--- config.mk ---
export PLATFORM = sky130hd
export DESIGN_NAME = frac_uart_tx
export DESIGN_NICKNAME = d
export VERILOG_FILES = /design/src/rtl/frac_tx_pkg.sv /design/src/rtl/frac_tx_timer.sv /design/src/rtl/frac_tx_holdbuf.sv /design/src/rtl/frac_tx_framer.sv /design/src/rtl/frac_uart_tx.sv
export SDC_FILE = /design/constraint.sdc
export NUM_CORES = 1
export LEC_CHECK = 0
export BUFFER_PORTS_ARGS = -buffer_cell sky130_fd_sc_hd__buf_2
export CORE_UTILIZATION = 35
export DETAILED_ROUTE_END_ITERATION = 7
export HOLD_SLACK_MARGIN = 0.02
export PLACE_DENSITY_LB_ADDON = 0.12
export SLEW_MARGIN = 5
export SYNTH_ARGS = -nofsm -noshare
export SYNTH_HDL_FRONTEND = slang
export SYNTH_SLANG_ARGS = --single-unit
--- constraint.sdc ---
create_clock -name clk -period 4.2 [get_ports clk]
set_clock_uncertainty 0.1 [all_clocks]
set_input_delay 0.84 -clock clk [delete_from_list [all_inputs] [get_ports clk]]
set_output_delay 0.84 -clock clk [all_outputs]
set_load 0.03 [all_outputs]
--- src/rtl/frac_tx_pkg.sv ---
// Package: shared state encoding for the fractional-rate transmitter.
// Assumes nothing beyond being compiled before the modules that import it.
package frac_tx_pkg;

    // Position in the frame currently on the line.
    typedef enum logic [1:0] {
        TX_IDLE  = 2'd0,
        TX_START = 2'd1,
        TX_DATA  = 2'd2,
        TX_STOP  = 2'd3
    } tx_phase_t;

endpackage

--- src/rtl/frac_tx_timer.sv ---
// Bit-duration generator. It holds the running fractional remainder and gives
// the length, minus one, of the bit that begins when 'step' is high.
// Assumes: 'step' pulses once at the first clock of every bit; the period
// inputs are stable while 'en' is high.
module frac_tx_timer #(
    parameter int INT_W   = 16,
    parameter int FRAC_W  = 6,
    parameter int MIN_PER = 2
) (
    input  logic             clk,
    input  logic             rst_n,
    input  logic             en,
    input  logic             step,
    input  logic [INT_W-1:0] int_per,
    input  logic [FRAC_W-1:0] frac_per,
    output logic [INT_W:0]   dur_m1
);
    localparam int DW = INT_W + 1;

    logic [FRAC_W-1:0] rem_q;
    logic [FRAC_W:0]   rem_sum;
    logic              carry;
    logic [DW-1:0]     per_clamped;

    // Add the fraction into the remainder; the top bit is the extra clock.
    always_comb begin
        rem_sum = {1'b0, rem_q} + {1'b0, frac_per};
        carry   = rem_sum[FRAC_W];
    end

    // Raise a too-short integer period to the minimum and add the carry.
    always_comb begin
        if ({1'b0, int_per} < DW'(MIN_PER))
            per_clamped = DW'(MIN_PER);
        else
            per_clamped = {1'b0, int_per};
        dur_m1 = per_clamped + DW'(carry) - DW'(1);
    end

    // Keep the remainder; clear it while disabled.
    always_ff @(posedge clk) begin
        if (!rst_n)
            rem_q <= '0;
        else if (!en)
            rem_q <= '0;
        else if (step)
            rem_q <= rem_sum[FRAC_W-1:0];
    end

endmodule

--- src/rtl/frac_tx_holdbuf.sv ---
// One-word holding buffer between the write port and the frame engine.
// Assumes: 'take' is only raised while 'full' is set, so a write and a take
// never happen on the same edge.
module frac_tx_holdbuf #(
    parameter int DATA_W = 32
) (
    input  logic              clk,
    input  logic              rst_n,
    input  logic              en,
    input  logic              wr_valid,
    input  logic [DATA_W-1:0] wr_data,
    input  logic              take,
    output logic              full,
    output logic [DATA_W-1:0] data
);

    // Occupancy: set by an accepted write, cleared by the engine or disable.
    always_ff @(posedge clk) begin
        if (!rst_n)
            full <= 1'b0;
        else if (!en)
            full <= 1'b0;
        else if (take)
            full <= 1'b0;
        else if (wr_valid)
            full <= 1'b1;
    end

    // Payload: captured only when the buffer is free and running.
    always_ff @(posedge clk) begin
        if (!rst_n)
            data <= '0;
        else if (en && wr_valid && !full)
            data <= wr_data;
    end

endmodule

--- src/rtl/frac_tx_framer.sv ---
// Frame engine: walks start, data and stop bits, counts each bit's clocks
// and drives the registered line output.
// Assumes: 'dur_m1' is at least 1 and is valid in the cycle 'step' is raised;
// 'len_m1' is sampled at frame start.
module frac_tx_framer
    import frac_tx_pkg::*;
#(
    parameter int DATA_W = 32,
    parameter int LEN_W  = 5,
    parameter int CNT_W  = 17
) (
    input  logic              clk,
    input  logic              rst_n,
    input  logic              en,
    input  logic              hold_full,
    input  logic [DATA_W-1:0] hold_data,
    input  logic [LEN_W-1:0]  len_m1,
    input  logic [CNT_W-1:0]  dur_m1,
    output logic              take,
    output logic              step,
    output logic              txd
);

    tx_phase_t         phase_q;
    logic [CNT_W-1:0]  cnt_q;
    logic [DATA_W-1:0] shift_q;
    logic [LEN_W-1:0]  idx_q;
    logic [LEN_W-1:0]  len_q;
    logic              bit_end;
    logic              begin_frame;

    // Decide when a bit finishes and whether a new frame starts now.
    always_comb begin
        bit_end     = (phase_q != TX_IDLE) && (cnt_q == '0);
        begin_frame = hold_full &&
                      ((phase_q == TX_IDLE) || (phase_q == TX_STOP && bit_end));
        take        = en && begin_frame;
        step        = en && (begin_frame ||
                      (bit_end && phase_q != TX_STOP));
    end

    // Sequence the frame and hold the line level.
    always_ff @(posedge clk) begin
        if (!rst_n || !en) begin
            phase_q <= TX_IDLE;
            cnt_q   <= '0;
            shift_q <= '0;
            idx_q   <= '0;
            len_q   <= '0;
            txd     <= 1'b1;
        end else if (begin_frame) begin
            phase_q <= TX_START;
            cnt_q   <= dur_m1;
            shift_q <= hold_data;
            idx_q   <= '0;
            len_q   <= len_m1;
            txd     <= 1'b0;
        end else if (bit_end) begin
            unique case (phase_q)
                TX_START: begin
                    phase_q <= TX_DATA;
                    cnt_q   <= dur_m1;
                    txd     <= shift_q[0];
                end
                TX_DATA: begin
                    cnt_q <= dur_m1;
                    if (idx_q == len_q) begin
                        phase_q <= TX_STOP;
                        txd     <= 1'b1;
                    end else begin
                        shift_q <= shift_q >> 1;
                        txd     <= shift_q[1];
                        idx_q   <= idx_q + LEN_W'(1);
                    end
                end
                TX_STOP: begin
                    phase_q <= TX_IDLE;
                    txd     <= 1'b1;
                end
                default: phase_q <= TX_IDLE;
            endcase
        end else if (phase_q != TX_IDLE) begin
            cnt_q <= cnt_q - CNT_W'(1);
        end
    end

endmodule

--- src/rtl/frac_uart_tx.sv ---
// Top level of the fractional-rate serial transmitter. It unpacks the
// configuration word and joins the holding buffer, bit timer and frame engine.
// Assumes: 'cfg' changes only while 'en' is low.
module frac_uart_tx #(
    parameter int DATA_W = 32,
    parameter int INT_W  = 16,
    parameter int FRAC_W = 6
) (
    input  logic              clk,
    input  logic              rst_n,
    input  logic              en,
    input  logic [31:0]       cfg,
    input  logic [DATA_W-1:0] wr_data,
    input  logic              wr_valid,
    output logic              buf_empty,
    output logic              txd
);
    localparam int LEN_W    = $clog2(DATA_W);
    localparam int INT_LSB  = 32 - INT_W;
    localparam int FRAC_LSB = INT_LSB - FRAC_W;
    localparam int CNT_W    = INT_W + 1;

    logic              hold_full;
    logic [DATA_W-1:0] hold_data;
    logic              take;
    logic              step;
    logic [CNT_W-1:0]  dur_m1;
    logic [INT_W-1:0]  int_per;
    logic [FRAC_W-1:0] frac_per;
    logic [LEN_W-1:0]  len_m1;

    // Split the configuration word into its fields.
    always_comb begin
        int_per   = cfg[31 -: INT_W];
        frac_per  = cfg[FRAC_LSB +: FRAC_W];
        len_m1    = cfg[LEN_W-1:0];
        buf_empty = !hold_full;
    end

    frac_tx_holdbuf #(.DATA_W(DATA_W)) u_hold (
        .clk      (clk),
        .rst_n    (rst_n),
        .en       (en),
        .wr_valid (wr_valid),
        .wr_data  (wr_data),
        .take     (take),
        .full     (hold_full),
        .data     (hold_data)
    );

    frac_tx_timer #(.INT_W(INT_W), .FRAC_W(FRAC_W), .MIN_PER(2)) u_timer (
        .clk      (clk),
        .rst_n    (rst_n),
        .en       (en),
        .step     (step),
        .int_per  (int_per),
        .frac_per (frac_per),
        .dur_m1   (dur_m1)
    );

    frac_tx_framer #(.DATA_W(DATA_W), .LEN_W(LEN_W), .CNT_W(CNT_W)) u_framer (
        .clk       (clk),
        .rst_n     (rst_n),
        .en        (en),
        .hold_full (hold_full),
        .hold_data (hold_data),
        .len_m1    (len_m1),
        .dur_m1    (dur_m1),
        .take      (take),
        .step      (step),
        .txd       (txd)
    );

endmodule

After elaboration in Yosys (flattened, before gate mapping)
Index checks and enable logic that the tools add are counted.
{ "totals": {"register_bits": 101, "in_bits": 68, "out_inout_bits": 2, "wordCells": 76} }
{ "classes": {"bitwise_logic": 3, "magnitude_cmp": 1, "addsub": 5, "mux": 17, "eq_ne": 9, "reduce_logical": 31} }
{ "op_table": {"columns": ["op", "n"], "rows": [
  ["$mux W32", 4],
  ["$mux W17", 4],
  ["$sub A17 B1 Y17 const B", 2],
  ["$add A16 B1 Y17", 1],
  ["$logic_not A17 Y1", 1],
  ["$lt A16 B2 Y1 const B", 1],
  ["$mux W16", 1],
  ["$reduce_and A2 Y1", 5],
  ["$logic_and A1 B1 Y1", 8],
  ["$add A6 B6 Y7", 1],
  ["$reduce_and A3 Y1", 2],
  ["$reduce_bool A2 Y1", 3],
  ["$add A5 B1 Y5 const B", 1],
  ["$eq A5 B5 Y1", 1],
  ["$mux W1", 5],
  ["$eq A2 B2 Y1 const B", 2],
  ["$ne A2 B1 Y1 const B", 2],
  ["$pmux W2 S2", 1],
  ["$reduce_bool A4 Y1", 1],
  ["$reduce_or A2 Y1", 2],
  ["$logic_not A1 Y1", 3],
  ["$logic_or A1 B1 Y1", 3],
  ["$ne A3 B1 Y1 const B", 1],
  ["$ne A3 B3 Y1 const B", 1],
  ["other kinds (8)", 10]
]} }

Depth between registers and ports, before layout
Gate-level depths: netlist of the first run.
{ "depth": {"word_depth": 7, "mapped_depth": 15, "ltp_nobuf": 15} }

Cells and area by module
Synthesis of the first run repeated with hierarchy kept, for this count alone.
{ "unflattened": {"hier_cells": 676, "area_unflattened_um2": 5576.6} }
{ "modules_own_cells": {"columns": ["module", "area_per_inst_um2", "cells_per_inst", "n_inst"], "rows": [
  ["frac_tx_framer", 3430.8, 433, 1],
  ["frac_tx_holdbuf", 1347.5, 144, 1],
  ["frac_tx_timer", 794.5, 98, 1],
  ["frac_uart_tx", 3.8, 1, 1]
]} }

Worst setup path after synthesis of the first run
OpenSTA, ideal clock, no wires.
{ "synth_path": {"path_kind": "input-to-reg", "start": "input port cfg[21]", "end": "register u_framer.cnt_q[9]", "n_path_buf": 0, "stages": 11, "setup_slack_ns": 0.491, "setup_ns": 0.070, "arrival_time_ns": 3.538, "t_required_ns": 4.030, "cell_sequence": "nor4_1 > and3_1 > and2_1 > inv_1 > o21ai_0 > ha_1 > nor4b_1 > nand2_1 > or4_1 > a211o_1 > a21oi_1"} }
{ "synth_between": {"elab_chain_len": 7} }
{ "synth_rtl": {"columns": ["element", "line", "source"], "rows": [
  ["start, declared", "frac_uart_tx.sv:12", "input logic [31:0] cfg,"],
  ["$lt A16 B2 Y1", "frac_tx_timer.sv:33", "if ({1'b0, int_per} < DW'(MIN_PER))"],
  ["$mux W16 *", "frac_tx_timer.sv:33", null],
  ["$add A16 B1 Y17 *", "frac_tx_timer.sv:37", "dur_m1 = per_clamped + DW'(carry) - DW'(1);"],
  ["$sub A17 B1 Y17 *", "frac_tx_timer.sv:37", null],
  ["$mux W17", "frac_tx_framer.sv:59", "unique case (phase_q)"],
  ["$mux W17", "frac_tx_framer.sv:58", "end else if (bit_end) begin"],
  ["$mux W17 *", "frac_tx_framer.sv:51", "end else if (begin_frame) begin"],
  ["end signal, assigned", "frac_tx_framer.sv:53", "cnt_q <= dur_m1;"],
  ["end signal, assigned", "frac_tx_framer.sv:62", "cnt_q <= dur_m1;"],
  ["end signal, assigned", "frac_tx_framer.sv:66", "cnt_q <= dur_m1;"],
  ["end, declared", "frac_tx_framer.sv:25", "logic [CNT_W-1:0] cnt_q;"]
]} }
Every way passes the cells marked *; elsewhere a longest branch is shown, timed or not. The select of a mux whose other input is x is not followed.
A chain may end at the register's enable or synchronous reset.

Worst setup path in the final report of the first run
{ "layout_path": {"start": "input port cfg[30]", "end": "register u_framer.cnt_q[7]"} }
{ "layout_between": {"elab_chain_len": 7} }
{ "layout_rtl": {"columns": ["element", "line"], "rows": [
  ["$lt A16 B2 Y1 *", "frac_tx_timer.sv:33"],
  ["$mux W16 *", "frac_tx_timer.sv:33"],
  ["$add A16 B1 Y17 *", "frac_tx_timer.sv:37"],
  ["$sub A17 B1 Y17 *", "frac_tx_timer.sv:37"],
  ["$mux W17", "frac_tx_framer.sv:59"],
  ["$mux W17", "frac_tx_framer.sv:58"],
  ["$mux W17 *", "frac_tx_framer.sv:51"]
]} }
Marks and branches as above.

==> results of run 1 <==
## worst min-delay path: stages (launching register included)
cell and delay [ps]:
dfxtp_1 310, nand2_1 40, a21boi_0 60
## area by class of cell
class,count,share of cell area (%)
Multi-Input combinational cell,499,49.9
Tap cell,184,3.77
Timing Repair Buffer,83,7.58
Sequential cell,101,33.1
Clock inverter,7,1.33
Inverter,11,0.676
Clock buffer,9,3.69
## Yosys cell counts (4+ instances only)
cell type,number
nand2b_1,5
ha_1,15
a31oi_1,36
xnor2_1,6
a211oi_1,4
or4_1,5
nor2_1,29
a32o_1,7
a21boi_0,32
xor2_1,9
nand2_1,91
nand3_1,19
clkbuf_1,39
and3_1,5
inv_1,11
nand4_1,7
o211ai_1,4
mux2i_1,8
o21a_1,4
or3_1,4
dfxtp_1,101
a21oi_1,57
nor4_1,4
o21ai_0,87
buf_2,7
nor3_1,7
## stage by stage
step                      setup WS [ps]  area (um2)  util, %  hold slack (ps)  cells
after floorplan                     491        5290        -              332    658
after detailed placement           69.5        5800     39.6              357    878
after global placement              101        5800     39.6              353    878
after CTS                           440        6110     41.7              367    894
final                               449        6110     41.7              361    894
after global routing                235        6110     41.7              387    894
## power by group through the flow
stage | logic, mW | clock network, mW | registers, mW
detailed placement | 0.321 | 0 | 1.03
finish | 0.322 | 0.864 | 1.01
global route | 0.362 | 0.936 | 1.01
floorplan | 0.220 | 0 | 1.02
global placement | 0.314 | 0 | 1.03
CTS | 0.322 | 0.891 | 1.01
## flip-flops by register name (all words and copies together), names as in the netlist
register,count
u_timer.rem_q,6
u_framer.idx_q,5
u_framer.len_q,5
u_hold.data,32
u_framer.phase_q,2
u_framer.txd,1
u_framer.shift_q,32
u_framer.cnt_q,17
u_hold.full,1
## layout by cell type (no fill, tap or decap), types with 3 or more instances in the layout
cell       synthesis  routed
buf_4              0      19
a32o_1             7       7
o211ai_1           4       4
a31oi_1           36      36
dfxtp_1          101     101
o21ai_0           87      87
or4_1              5       5
nor3_1             7       7
xor2_1             9       9
nor2b_1            3       3
nand2b_1           5       5
nand4_1            7       7
nor2_1            29      28
nand2_1           91      91
mux2_2             3       3
or3_1              4       4
o31ai_1            3       3
and3_1             5       5
nor4_1             4       4
a21o_1             3       3
clkinv_4           0       3
a211oi_1           4       4
buf_2              7      64
a21boi_0          32      32
a21oi_1           57      57
mux2i_1            8       8
nand3_1           19      19
inv_1             11      11
clkbuf_16          0       9
xnor2_1            6       6
o21a_1             4       4
ha_1              15      15
## kinds of logic after synthesis
group,share of synthesized area [%]
adder cells (fa/ha/maj),3.93
multiplexers,2.15
AND/OR/NAND/NOR,18.0
buffers and inverters,4.42
flip-flops,38.2
XOR/XNOR,2.48
AO/OA/AOI/OAI,30.8
## how the worst max path moves through the flow
| stage | start | endpoint | slack [ps] |
|---|---|---|---|
| after detailed placement | cfg[30] | u_framer.cnt_q[7]$_SDFFE_PN0P_ | 70 |
| after floorplan | cfg[21] | u_framer.cnt_q[9]$_SDFFE_PN0P_ | 490 |
| after CTS | cfg[30] | u_framer.cnt_q[7]$_SDFFE_PN0P_ | 440 |
| after global placement | cfg[10] | u_framer.cnt_q[7]$_SDFFE_PN0P_ | 100 |
| after global routing | cfg[10] | u_framer.cnt_q[7]$_SDFFE_PN0P_ | 240 |
| final | cfg[30] | u_framer.cnt_q[7]$_SDFFE_PN0P_ | 450 |
## routing by layer
layer | GRT usage (%) | part of all wire [%] | vias to the layer above
li1 | - | - | 2511
met1 | 24.8 | 49 | 2339
met2 | 30.2 | 46 | 107
met3 | 2.53 | 3.6 | 18
met4 | 7.82 | 1.8 | 0
met5 | 0 | 0 | -
==> results.txt, run 1 <==
----------------------------------------------------
[Critical path]
  Arr. time, crit path ... 3890 ps
  Cell family contributing the most delay on the critical path ... simple AND/OR/NAND/NOR gates
  Crit Path Max Fanout ... 5
  Worst-case reg-to-reg path depth ... 14
  Setup Crit Path Kind ... in2reg
  Critical Path, Cell by Cell ... buf_2 -> or4_1 -> nor2_1 -> and2_1 -> inv_1 -> o21ai_0 -> ha_1 -> or4b_2 -> o41ai_1 -> o21ai_0 -> mux2i_1 -> o22ai_1
  Depth of the critical timing path with buffers and inverters included ... 12
  Combined buffer and inverter count along the critical path ... 2
  Worst r2r dst ... u_framer.cnt_q[7]$_SDFFE_PN0P_
  Reg2Reg Setup Slack ... 750 ps
  Crit path required time ... 4340 ps
  Crit path capture type ... flip-flop
  Worst reg2reg path startpoint ... u_timer.rem_q[0]$_SDFFE_PN0P_
  Worst path max stage delay ... 660 ps
  Slowest library cell on the worst path ... or4b_2
  Most frequent CP cell ... o21ai_0
  Kind of start point of the critical path ... input pin

[Synth]
  Average cell area after synthesis ... 8.04 um2
  Synth cell types ... 63
  Main flop type after synthesis ... dfxtp_1
  EDFF count, synth ... 0
  Sequential cell area fraction in the yosys report ... 38.2%
  Post-synth top area cell ... dfxtp_1
  Synthesized area ... 0.00529 mm2
  Total nets after synthesis ... 742
  Count of synthesis-stage warnings from yosys ... 0
  Cell count after synthesis ... 658
  Share of synthesized registers carrying an async set or reset ... 0%
  Leading post-synthesis cells by cell area ... dfxtp_1 38%, o21ai_0 8.2%, nand2_1 6.5%
  Synth top area share ... 38.2%
  Number of register bits inferred by synthesis ... 101

[Floorplanning]
  Die outline height ... 125 um
  Core area ... 0.0146 mm2
  Chip Width ... 125 um
  Starting Density ... 36.1%
  Placement row count ... 44
  I/O pin count ... 70
  Die ar. ... 0.0156 mm2

[GRT]
  Maximum number of pins on one net before global-route repair ... 38
  Remaining global-route overflow ... 0
  Number of global-route vias before repair ... 4783
  Number of antenna violations at the first check in global routing ... 0
  Total routing resource utilization after global routing ... 18.6%
  Global-route wire length before repair ... 23500 um

[Status]
  Result of the run ... finished with violations
  Failing checks ... design-rule violations

[Min path]
  Min-Delay Startpoint ... u_hold.data[25]$_SDFFE_PN0P_
  Cell depth of the worst hold path ... 2
  Path category of the worst min-delay check ... reg2reg
  Sink of the worst hold path ... u_hold.data[25]$_SDFFE_PN0P_

[Pwr]
  Sequential fraction of design power ... 45.9%
  Share of total power consumed by net switching ... 27.8%
  Clock Power Share ... 39.4%
  Sw Pwr ... 0.610 mW
  VDD IR-drop max ... 184 uV
  Total power divided by cell area ... 359 mW/mm2
  Power after layout ... 2.19 mW
  Internal portion of total power ... 1.58 mW
  Comb pwr share ... 14.7%
  Static power due to leakage ... 2.18 nW

[Final layout]
  Footprint of the multi-input gates ... 0.00305 mm2
  Area occupied by registers ... 0.00202 mm2
  Layout Area Growth over Synthesis ... 15.5%
  Filler cell count in the final layout ... 1530
  Number of antenna repair diodes ... 0
  Net count, final ... 789
  Share of cells above drive strength 1 ... 16.1%

[Drt]
  Routed via count divided by cell count ... 5.56
  Via count ... 4975
  Post-Route WL ... 14000 um
  Router iterations before antenna repair ... 7
  Antenna Violating Nets Remaining ... 0
  Routed len/inst ... 15.7 um
  DR iter-0 viols ... 334
  Number of remaining DRC errors ... 14

[Clock tree]
  Worst skew pair latency ... 350 ps
  Setup Fix Bufs, Post-CTS ... 0
  CTS root buf ... clkbuf_16
  CTS Buffer Depth ... 2
  TritonCTS clock tree ... done
  Clock H-tree levels ... 3
  Sink Count ... 101
  Count of cells resized by post-cts repair ... 0
  Clock transition at path regs ... 70 ps
  Hold bufs inserted after CTS ... 0
  Cts bufs inserted ... 9

[Timing]
  Final slew viol count ... 0
  Maximum clock rate ... 0.267 GHz
  Hold Fails Final Rpt ... 0
  Finish-stage setup viols ... 0
  Fin crit period ... 3750 ps
  Tightest Pin Transition ... 1190 ps
  Relative slew margins ... 20.7%
  Setup_tns ... 0 ps
  Setup repair after global routing missed its margin ... false
  Period Utilization, post-route ... 89.3%

[Placed design]
  Final weighted congestion of routability-driven global placement ... 0.818
  Number of input and output port buffers inserted ... 64
  Placed wire-length estimate after detailed placement ... 9370 um

[Run]
  Max cap viols ... 0

----------------------------------------------------
Note: power is estimated with default switching activity, not from simulation.
==> run 2, diff against run 1 <==
Settings changed: CTS_BUF_LIST from default to sky130_fd_sc_hd__clkbuf_4 sky130_fd_sc_hd__clkbuf_8.
==> results.txt, run 2 (same netlist as run 1, synthesis figures left out) <==
----------------------------------------------------
[GRT]
  Number of global-route vias before repair ... 4795 (was 4783)
  Remaining global-route overflow ... 0 (unchanged)
  Total routing resource utilization after global routing ... 18.7% (was 18.6%)
  Maximum number of pins on one net before global-route repair ... 38 (unchanged)
  Global-route wire length before repair ... 23600 um (was 23500 um)
  Number of antenna violations at the first check in global routing ... 0 (unchanged)

[Pwr]
  Total power divided by cell area ... 330 mW/mm2 (was 359 mW/mm2)
  Static power due to leakage ... 2.14 nW (was 2.18 nW)
  Power after layout ... 1.98 mW (was 2.19 mW)
  VDD IR-drop max ... 165 uV (was 184 uV)

[Placed design]
  Number of input and output port buffers inserted ... 64 (unchanged)
  Placed wire-length estimate after detailed placement ... 9370 um (unchanged)
  Dpl cells ... 878 (unchanged)
  Final weighted congestion of routability-driven global placement ... 0.818 (unchanged)
  Post-Place Cell Area ... 0.00580 mm2 (unchanged)

[Floorplanning]
  Chip Width ... 125 um (unchanged)
  Placement row count ... 44 (unchanged)
  Die outline height ... 125 um (unchanged)
  Core area ... 0.0146 mm2 (unchanged)
  Starting Density ... 36.1% (unchanged)
  Die ar. ... 0.0156 mm2 (unchanged)
  I/O pin count ... 70 (unchanged)

[Critical path]
  Crit Path Max Fanout ... 5 (unchanged)
  Arr. time, crit path ... 3890 ps (about the same)
  Worst r2r dst ... u_framer.cnt_q[7]$_SDFFE_PN0P_ (unchanged)
  Reg2Reg Setup Slack ... 740 ps (was 750 ps)
  Setup Crit Path Kind ... in2reg (unchanged)
  Kind of start point of the critical path ... input pin (unchanged)
  Crit path required time ... 4380 ps (was 4340 ps)
  Worst-case reg-to-reg path depth ... 14 (unchanged)
  Worst reg2reg path startpoint ... u_timer.rem_q[0]$_SDFFE_PN0P_ (unchanged)
  Crit path capture type ... flip-flop (unchanged)

[Timing]
  Maximum clock rate ... 0.269 GHz (was 0.267 GHz)
  Finish-stage setup viols ... 0 (unchanged)
  Period Utilization, post-route ... 88.4% (was 89.3%)
  Setup repair after global routing missed its margin ... false (unchanged)
  Final slew viol count ... 0 (unchanged)
  Tightest Pin Transition ... 1160 ps (was 1190 ps)
  Relative slew margins ... 22.3% (was 20.7%)
  Setup_tns ... 0 ps (unchanged)
  Fin crit period ... 3710 ps (was 3750 ps)
  Hold Fails Final Rpt ... 0 (unchanged)

[Min path]
  Path category of the worst min-delay check ... reg2reg (unchanged)
  Min-Delay Startpoint ... u_hold.data[25]$_SDFFE_PN0P_ (unchanged)
  Cell depth of the worst hold path ... 2 (unchanged)
  Sink of the worst hold path ... u_hold.data[25]$_SDFFE_PN0P_ (unchanged)

[Clock tree]
  Clock transition at path regs ... 100 ps (was 70 ps)
  Cts bufs inserted ... 9 (unchanged)
  Hold bufs inserted after CTS ... 0 (unchanged)
  Worst skew pair latency ... 380 ps (was 350 ps)
  TritonCTS clock tree ... done (unchanged)
  CTS root buf ... clkbuf_8 (was clkbuf_16)
  Count of cells resized by post-cts repair ... 0 (unchanged)
  Setup Fix Bufs, Post-CTS ... 0 (unchanged)
  Sink Count ... 101 (unchanged)
  Clock H-tree levels ... 3 (unchanged)
  CTS Buffer Depth ... 2 (unchanged)

[Drt]
  Routed len/inst ... 15.7 um (about the same)
  Via count ... 4972 (was 4975)
  Router iterations before antenna repair ... 6 (was 7)
  Topmost layer with routed signal wires ... met4 (unchanged)
  Sum of routed wire segments on met1 ... 6760 um (was 6840 um)
  Detail Route met3 WL ... 527 um (was 498 um)
  Number of remaining DRC errors ... 14 (unchanged)
  Routed via count divided by cell count ... 5.56 (about the same)
  Sum of met2 wire segment lengths after detailed routing ... 6470 um (was 6410 um)
  Antenna Violating Nets Remaining ... 0 (unchanged)
  DR iter-0 viols ... 337 (was 334)
  Post-Route WL ... 14000 um (about the same)

[Final layout]
  Final std cells w/o fill ... 894 (unchanged)
  Number of antenna repair diodes ... 0 (unchanged)
  Regs by FF count ... u_framer.shift_q x32, u_hold.data x32, u_framer.cnt_q x17 (unchanged)
  Layout Utilization ... 41.0% (was 41.7%)
  Filler cell count in the final layout ... 1543 (was 1530)
  Share of cells above drive strength 1 ... 16.1% (unchanged)
  Final std cell area, no fill ... 0.00601 mm2 (was 0.00611 mm2)
  Most frequent standard cell in the layout excluding fill and tap cells ... dfxtp_1 (unchanged)
  Top library cells by usage in the layout, fill and taps aside ... 101 x dfxtp_1, 91 x nand2_1, 87 x o21ai_0 (unchanged)
  Layout Area Growth over Synthesis ... 13.6% (was 15.5%)
  Net count, final ... 789 (unchanged)

[Status]
  Failing checks ... design-rule violations (unchanged)
  Result of the run ... finished with violations (unchanged)

[Run]
  Max cap viols ... 0 (unchanged)

----------------------------------------------------
==> run 2: cell counts in the layout (fill, tap and decap cells not counted) <==
No cell type changed its count.
==> run 2: stage by stage <==
stage | setup slack [ps] | hold WS [ps]
6_report | 488 | 365
5_1_grt | 286 | 393
4_1_cts | 491 | 371
3_5_place_dp | 69.5 | 357
3_3_place_gp | 101 | 353
2_1_floorplan | 491 | 332
==> run 2: routing by layer <==
layer  up-vias  global-route usage, %
met3        20                   2.71
met4         0                   8.03
li1       2508                      -
met5         -                      0
met1      2338                   24.7
met2       106                   30.5
==> run 2: critical path: stages <==
cell and delay, ps:
buf_2 120, or4_1 550, nor2_1 170, and2_1 200, inv_1 60, o21ai_0 180, ha_1 260, or4b_2 660
o41ai_1 350, o21ai_0 240, mux2i_1 180, o22ai_1 90
==> run 2: final cells by class <==
cell class,count,area (um2),area share (%)
clock inverter,7,81.3,1.35
inverter,11,41.3,0.687
sequential,101,2020,33.7
multi-input combinational,499,3050,50.7
timing repair buffer,83,463,7.71
tap,184,230,3.83
clock buffer,9,124,2.06
==> run 2: worst max-delay path by stage <==
| stage | startpoint | end | slack (ps) | cells past startpoint |
|---|---|---|---|---|
| 2_1_floorplan | cfg[21] | u_framer.cnt_q[9]$_SDFFE_PN0P_ | 490 | 11 |
| 3_3_place_gp | cfg[10] | u_framer.cnt_q[7]$_SDFFE_PN0P_ | 100 | 15 |
| 3_5_place_dp | cfg[30] | u_framer.cnt_q[7]$_SDFFE_PN0P_ | 70 | 12 |
| 4_1_cts | cfg[30] | u_framer.cnt_q[7]$_SDFFE_PN0P_ | 490 | 12 |
| 5_1_grt | cfg[10] | u_framer.cnt_q[7]$_SDFFE_PN0P_ | 290 | 15 |
| 6_report | cfg[30] | u_framer.cnt_q[7]$_SDFFE_PN0P_ | 490 | 12 |
==> run 2: where the power goes <==
group / total (mW) / switching [mW] / internal [mW]
clock: 0.656 / 0.372 / 0.284
sequential: 1.01 / 0.0202 / 0.987
combinational: 0.321 / 0.195 / 0.125
